`src/rtl/crx_pkg.sv`:
```
package crx_pkg;

    // Page 8 field positions that the controller decodes
    localparam int CFG_LOCK_LSB = 24;
    localparam int CFG_PWON     = 14;
    localparam int CFG_TCLK_LSB = 8;
    localparam int CFG_RX4      = 7;
    localparam int CFG_PWLK     = 1;
    localparam int CFG_CFGLK    = 0;

    localparam logic [3:0]  PG_SERIAL = 4'd7;
    localparam logic [3:0]  PG_CFG    = 4'd8;
    localparam logic [3:0]  PG_PW     = 4'd9;
    localparam logic [23:0] FILL_LO   = 24'h555555;
    localparam logic [7:0]  FILL_HI   = 8'h55;

    localparam int OP_BITS  = 6;
    localparam int CMD_BITS = 39;

    typedef enum logic [2:0] {
        K_BAD, K_WRPAGE, K_RDPAGE, K_WRLOCK, K_WRCFG, K_WRPW, K_DIS, K_CHKPW
    } cmd_kind_e;

    typedef enum logic [1:0] {C_IDLE, C_RX, C_GAP, C_WR} ctl_state_e;

    function automatic cmd_kind_e op_kind(input logic [5:0] op);
        cmd_kind_e k;
        if (op[5])                 k = K_BAD;
        else if (op[1:0] == 2'b10) k = K_WRPAGE;
        else if (op[1:0] == 2'b01) k = K_RDPAGE;
        else begin
            case (op)
                6'b000011: k = K_WRLOCK;
                6'b010011: k = K_WRCFG;
                6'b000111: k = K_WRPW;
                6'b011000: k = K_DIS;
                6'b011100: k = K_CHKPW;
                default:   k = K_BAD;
            endcase
        end
        return k;
    endfunction

endpackage

```
`src/rtl/crx_bit_decoder.sv`:
```
module crx_bit_decoder #(
    parameter int TX_UNIT = 16,
    parameter int TCLK_W  = 6
) (
    input  logic              clk,
    input  logic              rst,
    input  logic              win_start,
    input  logic              field_mod,
    input  logic [TCLK_W-1:0] tclk,
    input  logic              rx_x4,
    input  logic              keep,
    output logic              start_det,
    output logic              bit_stb,
    output logic              bit_val,
    output logic              bit_err,
    output logic              bit_end
);
    localparam int TX_MAX = (1 << TCLK_W) * TX_UNIT;
    localparam int CNT_W  = $clog2(TX_MAX * 4) + 1;

    logic [CNT_W-1:0] tx_len, rx_len, q_pt, q3_pt;
    logic [CNT_W-1:0] tcnt, cnt;
    logic [2:0]       tbit;
    logic             win_on, rx_on, first_half;

    always_comb begin
        tx_len = CNT_W'((32'(tclk) + 32'd1) * 32'(TX_UNIT));
        rx_len = rx_x4 ? (tx_len << 2) : (tx_len << 1);
        q_pt   = rx_len >> 2;
        q3_pt  = q_pt + (rx_len >> 1);
    end

    assign start_det = win_on && field_mod && (tbit >= 3'd1) && (tbit <= 3'd6);
    assign bit_stb   = rx_on && keep && (cnt == q3_pt);
    assign bit_val   = field_mod;
    assign bit_err   = bit_stb && (first_half == field_mod);
    assign bit_end   = rx_on && keep && (cnt == rx_len - 1'b1);

    always_ff @(posedge clk) begin
        if (rst) begin
            win_on     <= 1'b0;
            tcnt       <= '0;
            tbit       <= '0;
            rx_on      <= 1'b0;
            cnt        <= '0;
            first_half <= 1'b0;
        end else begin
            if (win_start && !rx_on) begin
                win_on <= 1'b1;
                tcnt   <= '0;
                tbit   <= '0;
            end else if (start_det) begin
                win_on <= 1'b0;
            end else if (win_on) begin
                if (tcnt == tx_len - 1'b1) begin
                    tcnt <= '0;
                    if (tbit == 3'd6) win_on <= 1'b0;
                    else              tbit   <= tbit + 3'd1;
                end else begin
                    tcnt <= tcnt + 1'b1;
                end
            end

            if (start_det) begin
                rx_on <= 1'b1;
                cnt   <= CNT_W'(1);
            end else if (rx_on && !keep) begin
                rx_on <= 1'b0;
            end else if (rx_on) begin
                cnt <= (cnt == rx_len - 1'b1) ? '0 : cnt + 1'b1;
                if (cnt == q_pt) first_half <= field_mod;
            end
        end
    end
endmodule

```
`src/rtl/crx_access.sv`:
```
module crx_access
    import crx_pkg::*;
(
    input  logic        clk,
    input  logic        rst,
    input  logic        start_det,
    input  logic        bit_stb,
    input  logic        bit_val,
    input  logic        bit_err,
    input  logic        bit_end,
    input  logic [31:0] cfg_word,
    input  logic [31:0] pw_word,
    input  logic        mem_wr_done,
    output logic        keep,
    output logic        mem_wr,
    output logic [3:0]  mem_wr_page,
    output logic [31:0] mem_wr_data,
    output logic        resp_req,
    output logic [3:0]  resp_page,
    output logic        id_ret,
    output logic        cmd_off
);
    ctl_state_e          st;
    logic [CMD_BITS-1:0] sh, sh_n;
    logic [5:0]          nbits, nb;
    logic                pw_ok, wrote, resp_after, gap_n;
    logic [3:0]          page_q;

    cmd_kind_e   kind6, kind;
    logic [5:0]  op;
    logic [31:0] dat;
    logic [7:0]  lock_b;
    logic        gate, par_ok, pg_locked;
    logic        fin_wr, fin_resp, fin_pw_ok;
    logic [3:0]  fin_page;
    logic [31:0] fin_data;

    assign keep = (st == C_RX) || (st == C_GAP);

    always_comb begin
        sh_n      = {sh[CMD_BITS-2:0], bit_val};
        nb        = nbits + 6'd1;
        kind6     = op_kind(sh_n[5:0]);
        op        = sh_n[CMD_BITS-1 -: OP_BITS];
        kind      = op_kind(op);
        dat       = sh_n[32:1];
        lock_b    = cfg_word[CFG_LOCK_LSB +: 8];
        gate      = !cfg_word[CFG_PWON] || pw_ok;
        par_ok    = ~^sh_n;
        pg_locked = lock_b[op[4:2]] || ({1'b0, op[4:2]} == PG_SERIAL);

        fin_wr    = 1'b0;
        fin_resp  = 1'b1;
        fin_pw_ok = 1'b0;
        fin_page  = PG_CFG;
        fin_data  = dat;
        if (par_ok) begin
            case (kind)
                K_WRPAGE: begin
                    fin_page = {1'b0, op[4:2]};
                    fin_wr   = gate && !pg_locked;
                end
                K_WRLOCK: begin
                    fin_data = {lock_b | dat[31:24], cfg_word[23:0]};
                    fin_wr   = gate && wrote && (dat[23:0] == FILL_LO);
                end
                K_WRCFG: begin
                    fin_data = {lock_b, dat[23:0]};
                    fin_wr   = gate && !cfg_word[CFG_CFGLK] && (dat[31:24] == FILL_HI);
                end
                K_WRPW: begin
                    fin_page = PG_PW;
                    fin_resp = 1'b0;
                    fin_wr   = gate && !cfg_word[CFG_PWLK];
                end
                K_CHKPW: fin_pw_ok = (dat == pw_word);
                default: ;
            endcase
        end
    end

    always_ff @(posedge clk) begin
        if (rst) begin
            st          <= C_IDLE;
            sh          <= '0;
            nbits       <= '0;
            pw_ok       <= 1'b0;
            wrote       <= 1'b0;
            resp_after  <= 1'b0;
            gap_n       <= 1'b0;
            page_q      <= '0;
            mem_wr      <= 1'b0;
            mem_wr_page <= '0;
            mem_wr_data <= '0;
            resp_req    <= 1'b0;
            resp_page   <= '0;
            id_ret      <= 1'b0;
            cmd_off     <= 1'b0;
        end else begin
            mem_wr   <= 1'b0;
            resp_req <= 1'b0;
            id_ret   <= 1'b0;
            case (st)
                C_IDLE: if (start_det) begin
                    st    <= C_RX;
                    nbits <= '0;
                end
                C_RX: if (bit_err) begin
                    id_ret <= 1'b1;
                    st     <= C_IDLE;
                end else if (bit_stb) begin
                    sh    <= sh_n;
                    nbits <= nb;
                    if (nb == 6'(OP_BITS)) begin
                        case (kind6)
                            K_BAD: begin
                                id_ret <= 1'b1;
                                st     <= C_IDLE;
                            end
                            K_RDPAGE: if (gate) begin
                                st     <= C_GAP;
                                gap_n  <= 1'b0;
                                page_q <= {1'b0, sh_n[4:2]};
                            end else begin
                                id_ret <= 1'b1;
                                st     <= C_IDLE;
                            end
                            K_DIS: begin
                                cmd_off <= 1'b1;
                                st      <= C_IDLE;
                            end
                            default: ;
                        endcase
                    end else if (nb == 6'(CMD_BITS)) begin
                        if (fin_wr) begin
                            mem_wr      <= 1'b1;
                            mem_wr_page <= fin_page;
                            mem_wr_data <= fin_data;
                            page_q      <= fin_page;
                            resp_after  <= fin_resp;
                            st          <= C_WR;
                            if (kind == K_WRPAGE) wrote <= 1'b1;
                        end else begin
                            id_ret <= 1'b1;
                            st     <= C_IDLE;
                            if (fin_pw_ok) pw_ok <= 1'b1;
                        end
                    end
                end
                C_GAP: if (bit_end) begin
                    if (gap_n) begin
                        resp_req  <= 1'b1;
                        resp_page <= page_q;
                        st        <= C_IDLE;
                    end else begin
                        gap_n <= 1'b1;
                    end
                end
                C_WR: if (mem_wr_done) begin
                    if (resp_after) begin
                        resp_req  <= 1'b1;
                        resp_page <= page_q;
                    end else begin
                        id_ret <= 1'b1;
                    end
                    st <= C_IDLE;
                end
                default: st <= C_IDLE;
            endcase
        end
    end
endmodule

```
`src/rtl/crx_cmd_ctrl.sv`:
```
module crx_cmd_ctrl
    import crx_pkg::*;
#(
    parameter int TX_UNIT = 16,
    parameter int TCLK_W  = 6
) (
    input  logic        clk,
    input  logic        rst,
    input  logic        win_start,
    input  logic        field_mod,
    input  logic [31:0] cfg_word,
    input  logic [31:0] pw_word,
    input  logic        mem_wr_done,
    output logic        mem_wr,
    output logic [3:0]  mem_wr_page,
    output logic [31:0] mem_wr_data,
    output logic        resp_req,
    output logic [3:0]  resp_page,
    output logic        id_ret,
    output logic        cmd_off
);
    logic start_det, bit_stb, bit_val, bit_err, bit_end, keep;

    crx_bit_decoder #(.TX_UNIT(TX_UNIT), .TCLK_W(TCLK_W)) u_bits (
        .clk       (clk),
        .rst       (rst),
        .win_start (win_start && !cmd_off),
        .field_mod (field_mod),
        .tclk      (cfg_word[CFG_TCLK_LSB +: TCLK_W]),
        .rx_x4     (cfg_word[CFG_RX4]),
        .keep      (keep),
        .start_det (start_det),
        .bit_stb   (bit_stb),
        .bit_val   (bit_val),
        .bit_err   (bit_err),
        .bit_end   (bit_end)
    );

    crx_access u_ctl (
        .clk         (clk),
        .rst         (rst),
        .start_det   (start_det),
        .bit_stb     (bit_stb),
        .bit_val     (bit_val),
        .bit_err     (bit_err),
        .bit_end     (bit_end),
        .cfg_word    (cfg_word),
        .pw_word     (pw_word),
        .mem_wr_done (mem_wr_done),
        .keep        (keep),
        .mem_wr      (mem_wr),
        .mem_wr_page (mem_wr_page),
        .mem_wr_data (mem_wr_data),
        .resp_req    (resp_req),
        .resp_page   (resp_page),
        .id_ret      (id_ret),
        .cmd_off     (cmd_off)
    );
endmodule

```
`config.mk`:
```
export PLATFORM = sky130hd
export DESIGN_NAME = crx_cmd_ctrl
export DESIGN_NICKNAME = d
export VERILOG_FILES = /design/src/rtl/crx_pkg.sv /design/src/rtl/crx_bit_decoder.sv /design/src/rtl/crx_access.sv /design/src/rtl/crx_cmd_ctrl.sv
export SDC_FILE = /design/constraint.sdc
export NUM_CORES = 1
export LEC_CHECK = 0
export CORE_MARGIN = 1
export CORE_UTILIZATION = 61
export CTS_CLUSTER_SIZE = 12
export DETAILED_ROUTE_END_ITERATION = 10
export PLACE_DENSITY = 0.9
export SETUP_SLACK_MARGIN = 0.1
export SLEW_MARGIN = 20
export SYNTH_ARGS = -nofsm -noshare
export SYNTH_HDL_FRONTEND = slang
export SYNTH_HIERARCHICAL = 1
export SYNTH_SLANG_ARGS = --single-unit
export TNS_END_PERCENT = 1
```
`constraint.sdc`:
```
create_clock -name clk -period 10.6 [get_ports clk]
set_input_delay 1.59 -clock clk [delete_from_list [all_inputs] [get_ports clk]]
set_output_delay 1.59 -clock clk [all_outputs]
set_load 0.005 [all_outputs]
```
==> impl_metrics.tcl, run 1 <==
set metrics [dict create \
    critical-path-top-delay-family "simple AND/OR/NAND/NOR gates" \
    yosys.area_share.simple 0.2311 \
    grt.total_usage 0.3115 \
    max_stage_delay_ps 910 \
    initial_core_util 0.6228 \
    cts_root_buf "clkbuf_16" \
    worstPathCellList "clkdlybuf4s50_1 > ha_1 > nor2b_1 > o21ai_1 > nand2_1 > ha_1 > nor2b_1 > nor2_1 > nand3_1 > o32ai_1 > xnor2_1 > o2111ai_1 > nor4_1 > and2_1 > nand4_1 > nor3_4 > buf_4 > nor2_1 > a211oi_1" \
    outcome "finished, final reports clean" \
    setup_tns_ps 0 \
    critical_path_buf_inv_count 2 \
    avgSynthCellArea_um2 8.019 \
    rows 43 \
    place_inst 1289 \
    clock_skew_ps 6.992 \
    cp.required_ps 10920 \
    power_per_cell_area_nw_per_um2 116.4 \
    wl_um 22430 \
    htree_levels 4 \
    grt_pass1_wl_um 36240 \
    n_antenna_cell 0 \
    cap_violations 0 \
    slew_violations 0 \
    first_global_vias 7392 \
    die_y_um 120.8 \
    cts_max_path_buffers 2 \
    dp_hpwl_um 15710 \
    syn2layout_area_growth_pct 18.58 \
    hold_buffers 0 \
    critPathMaxFanout 70 \
    placed_area_um2 9635 \
    antenna_found_initial 0 \
    synth_seq_cells 130 \
    period_needed_ps 7736 \
    drive_above_1_share 0.05434 \
    stdcell_area_um2 10210 \
    setup_viol 0 \
    tightest_slew_ps 1096 \
    fin_crit_sh 0.7298 \
    nets 1227 \
    final_util 0.7386 \
    crit_path_start "cfg_word[8]" \
    cts.sinks 130 \
    multi_input_area_um2 5525 \
    post-cts-setup-buffers 0 \
    worstHoldStart "u_ctl/mem_wr_page[2]" \
    cts_made_buffers 17 \
    detail-route-antenna-nets 0 \
    die_w_um 120.8 \
    end_kind "flop" \
    die_area_um2 14600 \
    cp-start-kind "input pin" \
    dr_total_vias 8088 \
    syn_inst 1074 \
    synthMuxAreaShare 0.05172 \
    synthAdderAreaFrac 0.04446 \
    fill_cells 990 \
    yosysSeqAreaShare 0.3022 \
    synth_compound_area_frac 0.1762 \
    rsz0062_at_grt "no" \
    async_flop_share 0 \
    clk_pin_slew_ps 60 \
    peakVddDrop_mv 0.1098 \
    maxSlewHeadroom 0.2692 \
    yosysWarnings 6 \
    total_power_mw 1.188 \
    synthesis.nets 1173 \
    synth_edf_count 0 \
    clock_latency_ps 420 \
    p_leak_nw 3.649 \
    grt-ovfl-total 0 \
    critPathArrivalTime_ps 8060 \
    cts_resized 0 \
    final_cells 1321 \
    synth_area_um2 8612 \
    hold_path_class "flop to flop" \
    netlist-cell-type-count 80 \
    ys.flop_type "dfxtp_1" \
    synthXorXnorAreaFrac 0.1371 \
    first_pass_iters 5 \
    drtIter0Drc 966 \
    path_class "input pin to flop" \
    route.detailed.drc 0 \
    routabilityCongestion 0.9446 \
    io_pins 113 \
    routedWlPerCell_um 16.98 \
    fmax_mhz 129.3 \
    regToRegStartpoint "u_ctl/st[0]" \
    grt_max_degree 105 \
    fp.coreArea_um2 13830 \
    cts_tree "built" \
    hold_viol 0 \
    synth_top_family_by_area "simple AND/OR/NAND/NOR gates" \
    portBuffers 112 \
    viasPerCell 6.123 \
    crit_path_top_delay_cell "clkdlybuf4s50_1" \
    ff_latch_area_um2 2603 \
]
==> final cells by class <==
cell class | count | area share
well taps | 180 | 0.02205
inverters | 34 | 0.01250
clock inverters | 15 | 0.01470
clock buffers | 17 | 0.04166
multi-input cells | 828 | 0.5410
flip-flops and latches | 130 | 0.2548
repair buffers | 117 | 0.1132
==> synth_stat cells (all sizes together) (27+ instances only) <==
library cell | number | share of area
nand2 | 130 | 0.057
o21ai | 27 | 0.016
inv | 34 | 0.015
nand3 | 33 | 0.020
xnor2 | 67 | 0.071
clkbuf | 55 | 0.024
ha | 29 | 0.042
buf | 27 | 0.018
a21oi | 78 | 0.045
mux2i | 40 | 0.046
a211oi | 40 | 0.035
dfxtp | 130 | 0.30
nor2 | 88 | 0.038
xor2 | 60 | 0.061
==> path summary, 6_finish.rpt <==
path,to,slack [ps],depth (start not counted)
setup / recovery,u_ctl/mem_wr_data[5],2860,19
hold / removal,u_ctl/mem_wr_page[2],460,2
setup reg to reg,u_ctl/mem_wr_data[5],5950,13
hold reg to reg,u_ctl/mem_wr_page[2],460,2
==> routing by layer <==
layer  up-vias  track usage  routed length [um]
li1       3896            -                   -
met1      3829       0.4084                9793
met2       302       0.5036               10680
met3        61      0.06132                1433
met4         0       0.1173                 521
met5         -            0                   0
==> cells in the final DEF, fill, tap and decap left out, types with 6 or more instances in the layout <==
master and instances:
a22oi_1 9, nor4_1 24, a31oi_1 8, clkdlybuf4s50_1 111, clkbuf_16 17, xor2_1 60, a21oi_1 78, nand2b_1 16
o21ai_0 24, inv_1 33, nand2_1 130, ha_1 29, and3_1 12, and2_1 6, nand3_1 32, dfxtp_1 130
nand4_1 17, or3_1 8, nor2_1 88, mux2i_1 40, nor3_1 21, nor2b_1 10, a211oi_1 40, buf_4 6
xnor2_1 64, o211ai_1 8
==> worst register-to-register path, stage by stage, from the launching register on <==
cell and delay, ps:
dfxtp_1 370, inv_1 90, ha_1 320, and4b_1 270
nand2_1 80, nor4_1 320, o2111ai_1 220, nor4_1 530
and2_1 650, nand4_1 460, nor3_4 260, buf_4 560
nor2_1 140, a211oi_1 260
==> per-stage QoR <==
step	hold slack, ps	worst slack (ps)
2_1_floorplan	428.0	4535
3_3_place_gp	439.8	2714
3_5_place_dp	449.6	2574
4_1_cts	456.2	3032
5_1_grt	482.9	2243
6_report	456.3	2864
==> cells by family after synthesis <==
family          count (synthesis)
compound gates                226
xor+xnor                      129
fa+ha+maj                      30
buf+inv                       116
flops                         130
mux                            43
simple gates                  400
==> power by group <==
group,switching [mW],internal [mW],total [mW]
combinational,0.0683,0.0588,0.127
clock,0.243,0.329,0.572
sequential,0.000496,0.489,0.490
==> state kept, by name (all words and copies together) (netlist names), 4 cells and up <==
register and flops:
u_ctl/sh 38, u_ctl/nbits 6, u_ctl/mem_wr_page 4, u_ctl/page_q 4, u_bits/cnt 13, u_bits/tcnt 13, u_ctl/resp_page 4, u_ctl/mem_wr_data 32
Note: power is estimated with default switching activity, not from simulation.
==> run 2: changes to the inputs <==
--- a/config.mk
+++ b/config.mk
@@ -6,10 +6,10 @@
 export NUM_CORES = 1
 export LEC_CHECK = 0
 export CORE_MARGIN = 1
-export CORE_UTILIZATION = 61
+export CORE_UTILIZATION = 51
 export CTS_CLUSTER_SIZE = 12
 export DETAILED_ROUTE_END_ITERATION = 10
-export PLACE_DENSITY = 0.9
+export PLACE_DENSITY = 0.81
 export SETUP_SLACK_MARGIN = 0.1
 export SLEW_MARGIN = 20
 export SYNTH_ARGS = -nofsm -noshare
==> constraint.sdc (replaced) <==
create_clock -name clk -period 6.9 [get_ports clk]
set_input_delay 1.035 -clock clk [delete_from_list [all_inputs] [get_ports clk]]
set_output_delay 1.035 -clock clk [all_outputs]
set_load 0.005 [all_outputs]
==> impl_metrics.tcl, run 2 (synthesis results as in run 1) <==
set metrics [dict create \
    n_antenna_cell 0 \
    layout_common_cells "nand2_1, dfxtp_1, clkdlybuf4s50_1, nor2_1, a21oi_1" \
    first_global_vias 7594 \
    setup_tns_ps 0 \
    dp_hpwl_um 16310 \
    fmax_mhz 164.3 \
    max_stage_delay_ps 860 \
    largest_register_ffs 38 \
    regMostFlops "u_ctl/sh" \
    cts_tree "built" \
    clock_skew_ps 8.944 \
    total_power_mw 1.899 \
    hold_path_class "flop to flop" \
    detail-route-antenna-nets 0 \
    worstPathCellList "clkdlybuf4s50_1 > nand3_1 > nor3_2 > nor2_1 > a21oi_1 > inv_1 > ha_1 > nor2b_1 > inv_1 > nor4_1 > a311oi_1 > nand2_1 > xnor2_1 > nor4_2 > and2_1 > buf_4 > nand4_1 > or3b_2 > o31ai_2 > mux2i_1 > o21ai_0" \
    path_class "input pin to flop" \
    crit_top_cell "inv_1" \
    rows 47 \
    period_needed_ps 6086 \
    syn2layout_area_growth_pct 20.24 \
    grt.total_usage 0.2651 \
    dr_total_vias 8017 \
    viasPerCell 5.873 \
    route.detailed.drc 0 \
    critPathArrivalTime_ps 6370 \
    clk_pin_slew_ps 60 \
    setup_viol 0 \
    antenna_found_initial 0 \
    place_inst 1333 \
    cts_max_path_buffers 2 \
    cap_violations 0 \
    post-cts-setup-buffers 0 \
    first_pass_iters 5 \
    rsz0062_at_grt "no" \
    tightest_slew_ps 1119 \
    slew_violations 0 \
    die_w_um 131.9 \
    peakVddDrop_mv 0.1740 \
    end_kind "flop" \
    p_leak_nw 3.698 \
    stdcell_area_um2 10350 \
    die_area_um2 17410 \
    power_per_cell_area_nw_per_um2 183.4 \
    grt_max_degree 71 \
    setup_slack_ps 813.5 \
    grt-ovfl-total 0 \
    io_pins 113 \
    cts_made_buffers 17 \
    largestRegisters "u_ctl/sh (38), u_ctl/mem_wr_data (32)" \
    fp.coreArea_um2 16520 \
    critPathMaxFanout 18 \
    outcome "finished, final reports clean" \
    drtIter0Drc 606 \
    crit_path_top_delay_cell "clkdlybuf4s50_1" \
    portBuffers 112 \
    routedWlPerCell_um 16.87 \
    cp-start-kind "input pin" \
    wl_um 23020 \
    clock_latency_ps 430 \
    fin_crit_sh 0.8821 \
    critical_path_buf_inv_count 4 \
    drive_above_1_share 0.05764 \
    final_cells 1365 \
    placed_area_um2 9729 \
    cts.sinks 130 \
    initial_core_util 0.5212 \
    dp_slack_ps 269.3 \
    critical-path-top-delay-family "simple AND/OR/NAND/NOR gates" \
    maxSlewHeadroom 0.2522 \
    grt_pass1_wl_um 37440 \
    cp.required_ps 7180 \
    nets 1231 \
    cts_root_buf "clkbuf_16" \
    fill_cells 1376 \
    routabilityCongestion 0.9458 \
    htree_levels 4 \
    hold_viol 0 \
    die_y_um 131.9 \
    hold_buffers 0 \
]
## run 2: changes by cell type in the layout (fill, tap and decap cells not counted), moves of 2 or more
cell and change:
buf_4 +3, bufinv_16 +2, clkinv_4 -2, inv_8 -2
## run 2: tightest hold or removal path, delay by kind of cell (launching register included)
kind	cells	cell delay (ps)
AO/OA/AOI/OAI	1	50
flip-flops	1	310
AND/OR/NAND/NOR	1	50
## run 2: repair_timing
action,CTS,global route
hold endpoints to repair,0,0
endpoints found under the setup margin,0,2
gates resized for setup,0,2
## run 2: final timing paths
path | startpoint | endpoint | slack, ps | depth (start not counted)
max | cfg_word[10] | u_ctl/page_q[1] | 810 | 21
min | u_ctl/mem_wr_page[1] | u_ctl/mem_wr_page[1] | 450 | 2
max reg2reg | u_ctl/st[0] | u_ctl/page_q[1] | 2970 | 14
min reg2reg | u_ctl/mem_wr_page[1] | u_ctl/mem_wr_page[1] | 450 | 2
## run 2: layer usage
metal / GRT usage / wire length, um / vias up / part of all wire
met3: 0.04537 / 1137 / 44 / 0.049
met1: 0.3496 / 10400 / 3803 / 0.45
met5: 0 / 0 / - / 0
li1: - / - / 3915 / -
met2: 0.4309 / 10940 / 255 / 0.48
met4: 0.1034 / 541 / 0 / 0.023
## run 2: through the flow
| step | utilization | hold slack (ps) |
|---|---|---|
| 2_1_floorplan | - | 428.0 |
| 3_3_place_gp | 0.5887 | 440.1 |
| 3_5_place_dp | 0.5888 | 449.6 |
| 4_1_cts | 0.6261 | 455.8 |
| 5_1_grt | 0.6266 | 480.5 |
| 6_report | 0.6266 | 454.9 |
## run 2: area by class of cell
class	count	area, um2	share of cell area
tap	220	275.3	0.02658
clock buffer	19	442.9	0.04277
clock inverter	13	173.9	0.01680
multi-input combinational	828	5532	0.5342
inverter	34	127.6	0.01232
timing repair buffer	121	1201	0.1160
sequential	130	2603	0.2513
## run 2: power by group
part / switching [mW] / internal [mW] / leakage (nW)
logic: 0.108 / 0.0920 / 2.36
registers: 0.000754 / 0.751 / 1.05
clock network: 0.362 / 0.584 / 0.292
total: 0.471 / 1.43 / 3.70
